## config.mk

```make
export PLATFORM = sky130hd
export DESIGN_NAME = fmb_fast_mailbox
export DESIGN_NICKNAME = d
export VERILOG_FILES = /design/src/rtl/fmb_pkg.sv /design/src/rtl/fmb_addr_dec.sv /design/src/rtl/fmb_slot_bank.sv /design/src/rtl/fmb_irq_ctrl.sv /design/src/rtl/fmb_rd_mux.sv /design/src/rtl/fmb_fast_mailbox.sv
export SDC_FILE = /design/constraint.sdc
export NUM_CORES = 1
export LEC_CHECK = 0
export ABC_AREA = 1
export BUFFER_PORTS_ARGS = -buffer_cell sky130_fd_sc_hd__buf_2
export CELL_PAD_IN_SITES_DETAIL_PLACEMENT = 1
export CELL_PAD_IN_SITES_GLOBAL_PLACEMENT = 1
export CORE_ASPECT_RATIO = 1.2
export CORE_MARGIN = 1.5
export CORE_UTILIZATION = 45
export DETAILED_ROUTE_END_ITERATION = 10
export PLACE_DENSITY = 0.81
export SLEW_MARGIN = 10
export SYNTH_ARGS = -nofsm -noshare
export SYNTH_HDL_FRONTEND = slang
export SYNTH_SLANG_ARGS = --single-unit
```

## constraint.sdc

```tcl
create_clock -name clk -period 1.29 [get_ports clk]
set_input_delay 0.0645 -clock clk [delete_from_list [all_inputs] [get_ports clk]]
set_output_delay 0.0645 -clock clk [all_outputs]
set_load 0.005 [all_outputs]
```

## src/rtl/fmb_pkg.sv

```systemverilog
package fmb_pkg;
   // Kind of register selected by the current bus address
   typedef enum logic [2:0] {
      ACC_NONE   = 3'd0,
      ACC_SLOT   = 3'd1,
      ACC_ENABLE = 3'd2,
      ACC_CLEAR  = 3'd3,
      ACC_STATUS = 3'd4
   } acc_kind_e;
endpackage

```

## src/rtl/fmb_addr_dec.sv

```systemverilog
module fmb_addr_dec
   import fmb_pkg::*;
#(
   parameter int unsigned ADDR_W      = 8,
   parameter int unsigned NUM_SLOTS   = 8,
   parameter int unsigned SLOT_BASE   = 32'h8C,
   parameter int unsigned SLOT_STRIDE = 4,
   parameter int unsigned ENA_ADDR    = 32'hC0,
   parameter int unsigned CLR_ADDR    = 32'hC4,
   parameter int unsigned STAT_ADDR   = 32'hC8
) (
   input  logic [ADDR_W-1:0]    addr,
   output acc_kind_e            kind,
   output logic [NUM_SLOTS-1:0] slot_hit
);
   localparam int unsigned SLOT_LAST = SLOT_BASE + SLOT_STRIDE * (NUM_SLOTS - 1);
   localparam logic [ADDR_W-1:0] ENA_A  = ADDR_W'(ENA_ADDR);
   localparam logic [ADDR_W-1:0] CLR_A  = ADDR_W'(CLR_ADDR);
   localparam logic [ADDR_W-1:0] STAT_A = ADDR_W'(STAT_ADDR);

   if (SLOT_LAST >= (1 << ADDR_W)) begin : g_chk_span
      $error("fmb_addr_dec: slot window does not fit the address width");
   end
   if ((SLOT_STRIDE % 4) != 0 || SLOT_STRIDE == 0) begin : g_chk_stride
      $error("fmb_addr_dec: slot stride must be a nonzero multiple of 4");
   end
   if ((ENA_ADDR >= SLOT_BASE && ENA_ADDR <= SLOT_LAST) ||
       (CLR_ADDR >= SLOT_BASE && CLR_ADDR <= SLOT_LAST) ||
       (STAT_ADDR >= SLOT_BASE && STAT_ADDR <= SLOT_LAST)) begin : g_chk_overlap
      $error("fmb_addr_dec: control register lies inside the slot window");
   end
   if (ENA_ADDR == CLR_ADDR || ENA_ADDR == STAT_ADDR || CLR_ADDR == STAT_ADDR) begin : g_chk_dup
      $error("fmb_addr_dec: control registers share an address");
   end

   // One comparator per slot
   for (genvar i = 0; i < NUM_SLOTS; i++) begin : g_slot_cmp
      localparam logic [ADDR_W-1:0] SLOT_A = ADDR_W'(SLOT_BASE + SLOT_STRIDE * i);
      assign slot_hit[i] = (addr == SLOT_A);
   end

   always_comb begin
      kind = ACC_NONE;
      if (|slot_hit) begin
         kind = ACC_SLOT;
      end else if (addr == ENA_A) begin
         kind = ACC_ENABLE;
      end else if (addr == CLR_A) begin
         kind = ACC_CLEAR;
      end else if (addr == STAT_A) begin
         kind = ACC_STATUS;
      end
   end
endmodule

```

## src/rtl/fmb_slot_bank.sv

```systemverilog
module fmb_slot_bank #(
   parameter int unsigned NUM_SLOTS  = 8,
   parameter int unsigned DATA_W     = 32,
   parameter bit          DATA_RESET = 1'b1
) (
   input  logic                             clk,
   input  logic                             rst_n,
   input  logic [NUM_SLOTS-1:0]             slot_we,
   input  logic [DATA_W-1:0]                wdata,
   output logic [NUM_SLOTS-1:0][DATA_W-1:0] slot_q
);
   if (NUM_SLOTS < 1) begin : g_chk_n
      $error("fmb_slot_bank: at least one slot is needed");
   end

   for (genvar i = 0; i < NUM_SLOTS; i++) begin : g_slot
      if (DATA_RESET) begin : g_rst
         always_ff @(posedge clk or negedge rst_n) begin
            if (!rst_n) begin
               slot_q[i] <= '0;
            end else if (slot_we[i]) begin
               slot_q[i] <= wdata;
            end
         end
      end else begin : g_norst
         always_ff @(posedge clk) begin
            if (slot_we[i]) begin
               slot_q[i] <= wdata;
            end
         end
      end
   end
endmodule

```

## src/rtl/fmb_irq_ctrl.sv

```systemverilog
module fmb_irq_ctrl #(
   parameter int unsigned NUM_SLOTS = 8,
   parameter bit          IRQ_REG   = 1'b0
) (
   input  logic                 clk,
   input  logic                 rst_n,
   input  logic [NUM_SLOTS-1:0] set_pulse,
   input  logic                 clr_we,
   input  logic                 ena_we,
   input  logic [NUM_SLOTS-1:0] field,
   output logic [NUM_SLOTS-1:0] status_q,
   output logic [NUM_SLOTS-1:0] enable_q,
   output logic                 irq
);
   logic [NUM_SLOTS-1:0] clr_mask;
   logic [NUM_SLOTS-1:0] status_d;
   logic                 irq_raw;

   assign clr_mask = clr_we ? field : '0;

   // A set in the same cycle wins over a clear of the same bit
   assign status_d = (status_q & ~clr_mask) | set_pulse;

   always_ff @(posedge clk or negedge rst_n) begin
      if (!rst_n) begin
         status_q <= '0;
      end else begin
         status_q <= status_d;
      end
   end

   always_ff @(posedge clk or negedge rst_n) begin
      if (!rst_n) begin
         enable_q <= '0;
      end else if (ena_we) begin
         enable_q <= field;
      end
   end

   assign irq_raw = |(status_q & enable_q);

   if (IRQ_REG) begin : g_irq_ff
      always_ff @(posedge clk or negedge rst_n) begin
         if (!rst_n) begin
            irq <= 1'b0;
         end else begin
            irq <= irq_raw;
         end
      end
   end else begin : g_irq_comb
      assign irq = irq_raw;
   end
endmodule

```

## src/rtl/fmb_rd_mux.sv

```systemverilog
module fmb_rd_mux
   import fmb_pkg::*;
#(
   parameter int unsigned NUM_SLOTS = 8,
   parameter int unsigned DATA_W    = 32,
   parameter int unsigned BIT_BASE  = 9
) (
   input  acc_kind_e                        kind,
   input  logic [NUM_SLOTS-1:0]             slot_hit,
   input  logic [NUM_SLOTS-1:0][DATA_W-1:0] slot_q,
   input  logic [NUM_SLOTS-1:0]             status_q,
   input  logic [NUM_SLOTS-1:0]             enable_q,
   output logic [DATA_W-1:0]                rdata
);
   if (BIT_BASE + NUM_SLOTS > DATA_W) begin : g_chk_field
      $error("fmb_rd_mux: status field does not fit the data width");
   end

   logic [NUM_SLOTS-1:0][DATA_W-1:0] slot_term;
   logic [DATA_W-1:0]                slot_word;
   logic [DATA_W-1:0]                stat_word;
   logic [DATA_W-1:0]                ena_word;

   // AND-OR selection: the slot hits are one-hot by address decode
   for (genvar i = 0; i < NUM_SLOTS; i++) begin : g_term
      assign slot_term[i] = slot_q[i] & {DATA_W{slot_hit[i]}};
   end

   always_comb begin
      slot_word = '0;
      for (int i = 0; i < NUM_SLOTS; i++) begin
         slot_word = slot_word | slot_term[i];
      end
   end

   always_comb begin
      stat_word = '0;
      ena_word  = '0;
      stat_word[BIT_BASE +: NUM_SLOTS] = status_q;
      ena_word[BIT_BASE +: NUM_SLOTS]  = enable_q;
   end

   always_comb begin
      case (kind)
         ACC_SLOT:   rdata = slot_word;
         ACC_ENABLE: rdata = ena_word;
         ACC_STATUS: rdata = stat_word;
         default:    rdata = '0;
      endcase
   end
endmodule

```

## src/rtl/fmb_fast_mailbox.sv

```systemverilog
module fmb_fast_mailbox
   import fmb_pkg::*;
#(
   parameter int unsigned NUM_SLOTS   = 8,
   parameter int unsigned DATA_W      = 32,
   parameter int unsigned ADDR_W      = 8,
   parameter int unsigned SLOT_BASE   = 32'h8C,
   parameter int unsigned SLOT_STRIDE = 4,
   parameter int unsigned ENA_ADDR    = 32'hC0,
   parameter int unsigned CLR_ADDR    = 32'hC4,
   parameter int unsigned STAT_ADDR   = 32'hC8,
   parameter int unsigned BIT_BASE    = 9,
   parameter bit          DATA_RESET  = 1'b1,
   parameter bit          IRQ_REG     = 1'b0
) (
   input  logic                 clk,
   input  logic                 rst_n,
   input  logic [ADDR_W-1:0]    bus_addr,
   input  logic                 bus_wr,
   input  logic [DATA_W-1:0]    bus_wdata,
   output logic [DATA_W-1:0]    bus_rdata,
   output logic                 rx_irq,
   output logic [NUM_SLOTS-1:0] slot_status
);
   if (BIT_BASE + NUM_SLOTS > DATA_W) begin : g_chk_field
      $error("fmb_fast_mailbox: status field exceeds data width");
   end
   if (DATA_W < 8) begin : g_chk_w
      $error("fmb_fast_mailbox: data width too small");
   end

   acc_kind_e                        kind;
   logic [NUM_SLOTS-1:0]             slot_hit;
   logic [NUM_SLOTS-1:0]             slot_we;
   logic [NUM_SLOTS-1:0][DATA_W-1:0] slot_q;
   logic [NUM_SLOTS-1:0]             status_q;
   logic [NUM_SLOTS-1:0]             enable_q;
   logic [NUM_SLOTS-1:0]             wfield;
   logic                             clr_we;
   logic                             ena_we;

   fmb_addr_dec #(
      .ADDR_W      (ADDR_W),
      .NUM_SLOTS   (NUM_SLOTS),
      .SLOT_BASE   (SLOT_BASE),
      .SLOT_STRIDE (SLOT_STRIDE),
      .ENA_ADDR    (ENA_ADDR),
      .CLR_ADDR    (CLR_ADDR),
      .STAT_ADDR   (STAT_ADDR)
   ) u_dec (
      .addr     (bus_addr),
      .kind     (kind),
      .slot_hit (slot_hit)
   );

   assign slot_we = slot_hit & {NUM_SLOTS{bus_wr}};
   assign clr_we  = bus_wr && (kind == ACC_CLEAR);
   assign ena_we  = bus_wr && (kind == ACC_ENABLE);
   assign wfield  = bus_wdata[BIT_BASE +: NUM_SLOTS];

   fmb_slot_bank #(
      .NUM_SLOTS  (NUM_SLOTS),
      .DATA_W     (DATA_W),
      .DATA_RESET (DATA_RESET)
   ) u_bank (
      .clk     (clk),
      .rst_n   (rst_n),
      .slot_we (slot_we),
      .wdata   (bus_wdata),
      .slot_q  (slot_q)
   );

   fmb_irq_ctrl #(
      .NUM_SLOTS (NUM_SLOTS),
      .IRQ_REG   (IRQ_REG)
   ) u_irq (
      .clk       (clk),
      .rst_n     (rst_n),
      .set_pulse (slot_we),
      .clr_we    (clr_we),
      .ena_we    (ena_we),
      .field     (wfield),
      .status_q  (status_q),
      .enable_q  (enable_q),
      .irq       (rx_irq)
   );

   fmb_rd_mux #(
      .NUM_SLOTS (NUM_SLOTS),
      .DATA_W    (DATA_W),
      .BIT_BASE  (BIT_BASE)
   ) u_rd (
      .kind     (kind),
      .slot_hit (slot_hit),
      .slot_q   (slot_q),
      .status_q (status_q),
      .enable_q (enable_q),
      .rdata    (bus_rdata)
   );

   assign slot_status = status_q;
endmodule

```

==> flow_summary.yaml <==
placed_design:
  numPortBuffers: 83
  place_hpwl_mm: 25.6
  routabilityCongestion: 0.808
finish:
  fillers: 3114
  final_common_cell: "nand2_1"
  layout-drive-gt1-share_pct: 24.0
  area_delta_synth_final_pct: 31.4
  final_nets: 1767
  layout_common_cells: "nand2_1 (544), dfrtp_1 (272), o21ai_0 (215)"
floorplan:
  ios: 84
  die_w_um: 153
  start_util_pct: 46.0
  std_cell_rows: 65
  die_area_um2: 28000
  die_h_um: 183
  coreArea_um2: 26400
synthesis:
  yosysWarnings: 0
  synth_area_leaders: "dfrtp_1 (56%), nand2_1 (18%), o21ai_0 (8.8%), nand3_1 (6.3%), nor2_1 (2.1%)"
  synth_cells: 1511
  syn-cell-area_um2: 12200
  synth_ff_type: "dfrtp_1"
  synth_top_area_share_pct: 56.0
  avgSynthCellArea_um2: 8.05
  yosys.area.top_type: "dfrtp_1"
  synth.distinct_cells: 22
  synth_nets: 1554
  synth_edf_count: 0
  synthArstFlopShare_pct: 100
  synth_seq_cells: 272
  ys_seq_area_share_pct: 56.0
sta:
  period_needed_ns: 1.61
  fin_setup_tns_ns: -6.76
  hold_violations: 0
  tightest_slew_ns: 0.413
  clock_skew_ns: 0
  holdWs_ns: 0.0136
  clock.fmax_mhz: 621
  drv_slew: 0
  max_slew_margin_pct: 72.5
  fin_crit_sh_pct: 125
  setup_violations: 34
  rsz0062_at_grt: "true"
  setup_ws_ns: -0.321
critical_path:
  required_ns: 1.23
  crit_path_start: "u_irq.status_q[3]$_DFF_PN0_"
  r2r_start: "u_irq.status_q[6]$_DFF_PN0_"
  timing.setup.critical_path_class: "reg2out"
  worstReg2RegEnd: "u_irq.status_q[6]$_DFF_PN0_"
  worstRegToRegCells: 5
  start_kind: "flop"
  cp.arrival_ns: 1.55
  rrSetupSlack_ns: 0.29
  endpoint: "rx_irq"
  cp-end-kind: "primary output"
  cp_max_fo: 3
global_route:
  grt_pass1_wl_mm: 66.9
  grt_max_degree: 61
  grtUsageTotal_pct: 30.0
  top_usage_layer: "met2"
  grt_pass1_vias: 12300
  use_met3_pct: 3.45
  met1_usage_pct: 38.1
  antenna_found_initial: 0
  grt_overflow: 0
  use_met2_pct: 53.3
power:
  ir_drop_uv: 923
  leakagePower_nw: 8.23
  p_per_area_nw_per_um2: 1160
route:
  dr.first_iter.drc_count: 926
  wl_per_cell_um: 22.2
  antenna_left: 0
  drcViolationCount: 16
  firstDrtPassIters: 8
  routed_wl_mm: 46.1
  vias: 11900
  vias_per_cell: 5.74
clock_network:
  clock-sinks: 272
  clkTransAtPathRegs_ns: 0.06
  h-tree-depth: 1
  clockRootBuffer: "clkbuf_16"
  insertion_delay_ns: 0.53
  clockBufferDepth: 3
  cts_buffers: 29
  cts_tree: "yes"
worst_hold_path:
  hp-class: "in2async"
run_status:
  status: "finished, violations left"
  violations: "design-rule violations, negative setup slack"
job:
  cap_viol_max_count: 0
## cell usage after synthesis (6+ instances only)
cell type,n
buf_1,6
inv_1,45
dfrtp_1,272
buf_2,30
clkbuf_1,53
o21ai_0,215
o21ai_1,47
o21ai_2,10
nand2_1,583
nand3_1,152
nor2_2,8
nor2_1,67
## registers in the layout (all words and copies together) (netlist names)
signal / count
u_bank.slot_q: 256
u_irq.enable_q: 8
u_irq.status_q: 8
## metal layers
metal / part of all wire, % / wire (µm)
met1: 41 / 18700
met2: 52 / 23800
met3: 4.8 / 2200
met4: 3.2 / 1470
met5: 0 / 0
## power by group
part	internal [W]	leakage, nW	switching (W)
clock network	0.00447	0.441	0.00345
logic	0.000565	4.04	0.000855
registers	0.00895	3.75	0.000289
total	0.0140	8.23	0.00459
## logic make-up after synthesis
family                 after synthesis  synth area share (%)
AOI/OAI and AO/OA                  277                  11.8
buffers and inverters              145                  5.09
and+or+nand+nor                    817                  27.1
DFF                                272                  56.0
## per-stage QoR
step	area, µm²	util (%)	total power (W)	std cells	setup slack, ns
2_1_floorplan	12200	-	0.00977	1511	0.000167
3_3_place_gp	13800	52.0	0.0104	1920	-0.158
3_5_place_dp	13800	52.0	0.0104	1920	-0.244
4_1_cts	15300	57.9	0.0185	2028	-0.350
5_1_grt	16000	60.5	0.0191	2076	-0.369
6_report	16000	60.5	0.0186	2077	-0.321
## worst min path at each step
stage / startpoint / slack (ns) / to
detailed placement: rst_n / -0.008 / u_bank.slot_q[138]$_DFFE_PN0P_
floorplan: rst_n / -0.23 / u_bank.slot_q[0]$_DFFE_PN0P_
global placement: rst_n / -0.0003 / u_bank.slot_q[139]$_DFFE_PN0P_
CTS: rst_n / 0.02 / u_bank.slot_q[138]$_DFFE_PN0P_
finish: rst_n / 0.01 / u_bank.slot_q[138]$_DFFE_PN0P_
global route: rst_n / 0.04 / u_bank.slot_q[138]$_DFFE_PN0P_
## critical path: stages (launching register included)
cell and delay (ns):
dfrtp_1 0.40, a22o_1 0.23, a21oi_2 0.15, nand3b_1 0.10, buf_2 0.13
## repair_timing
action / 4_1_cts / 5_1_grt
buffers inserted: 26 / 48
resized for setup: 34 / 87
pin swaps: 105 / 86
setup endpoints to repair: 33 / 34
endpoints found under the hold margin: 505 / 0
cloned: 1 / 1
hold buffers: 33 / 0
## cell type report
class | instances | area, µm² | share of cell area (%)
Sequential cell | 272 | 6810 | 42.6
Clock inverter | 7 | 35.0 | 0.219
Timing Repair Buffer | 277 | 2550 | 16.0
Antenna cell | 1 | 2.50 | 0.0157
Inverter | 50 | 195 | 1.22
Clock buffer | 41 | 841 | 5.26
Tap cell | 335 | 419 | 2.62
Multi-Input combinational cell | 1094 | 5130 | 32.1
No activity file was read; power rests on OpenSTA's default activity.
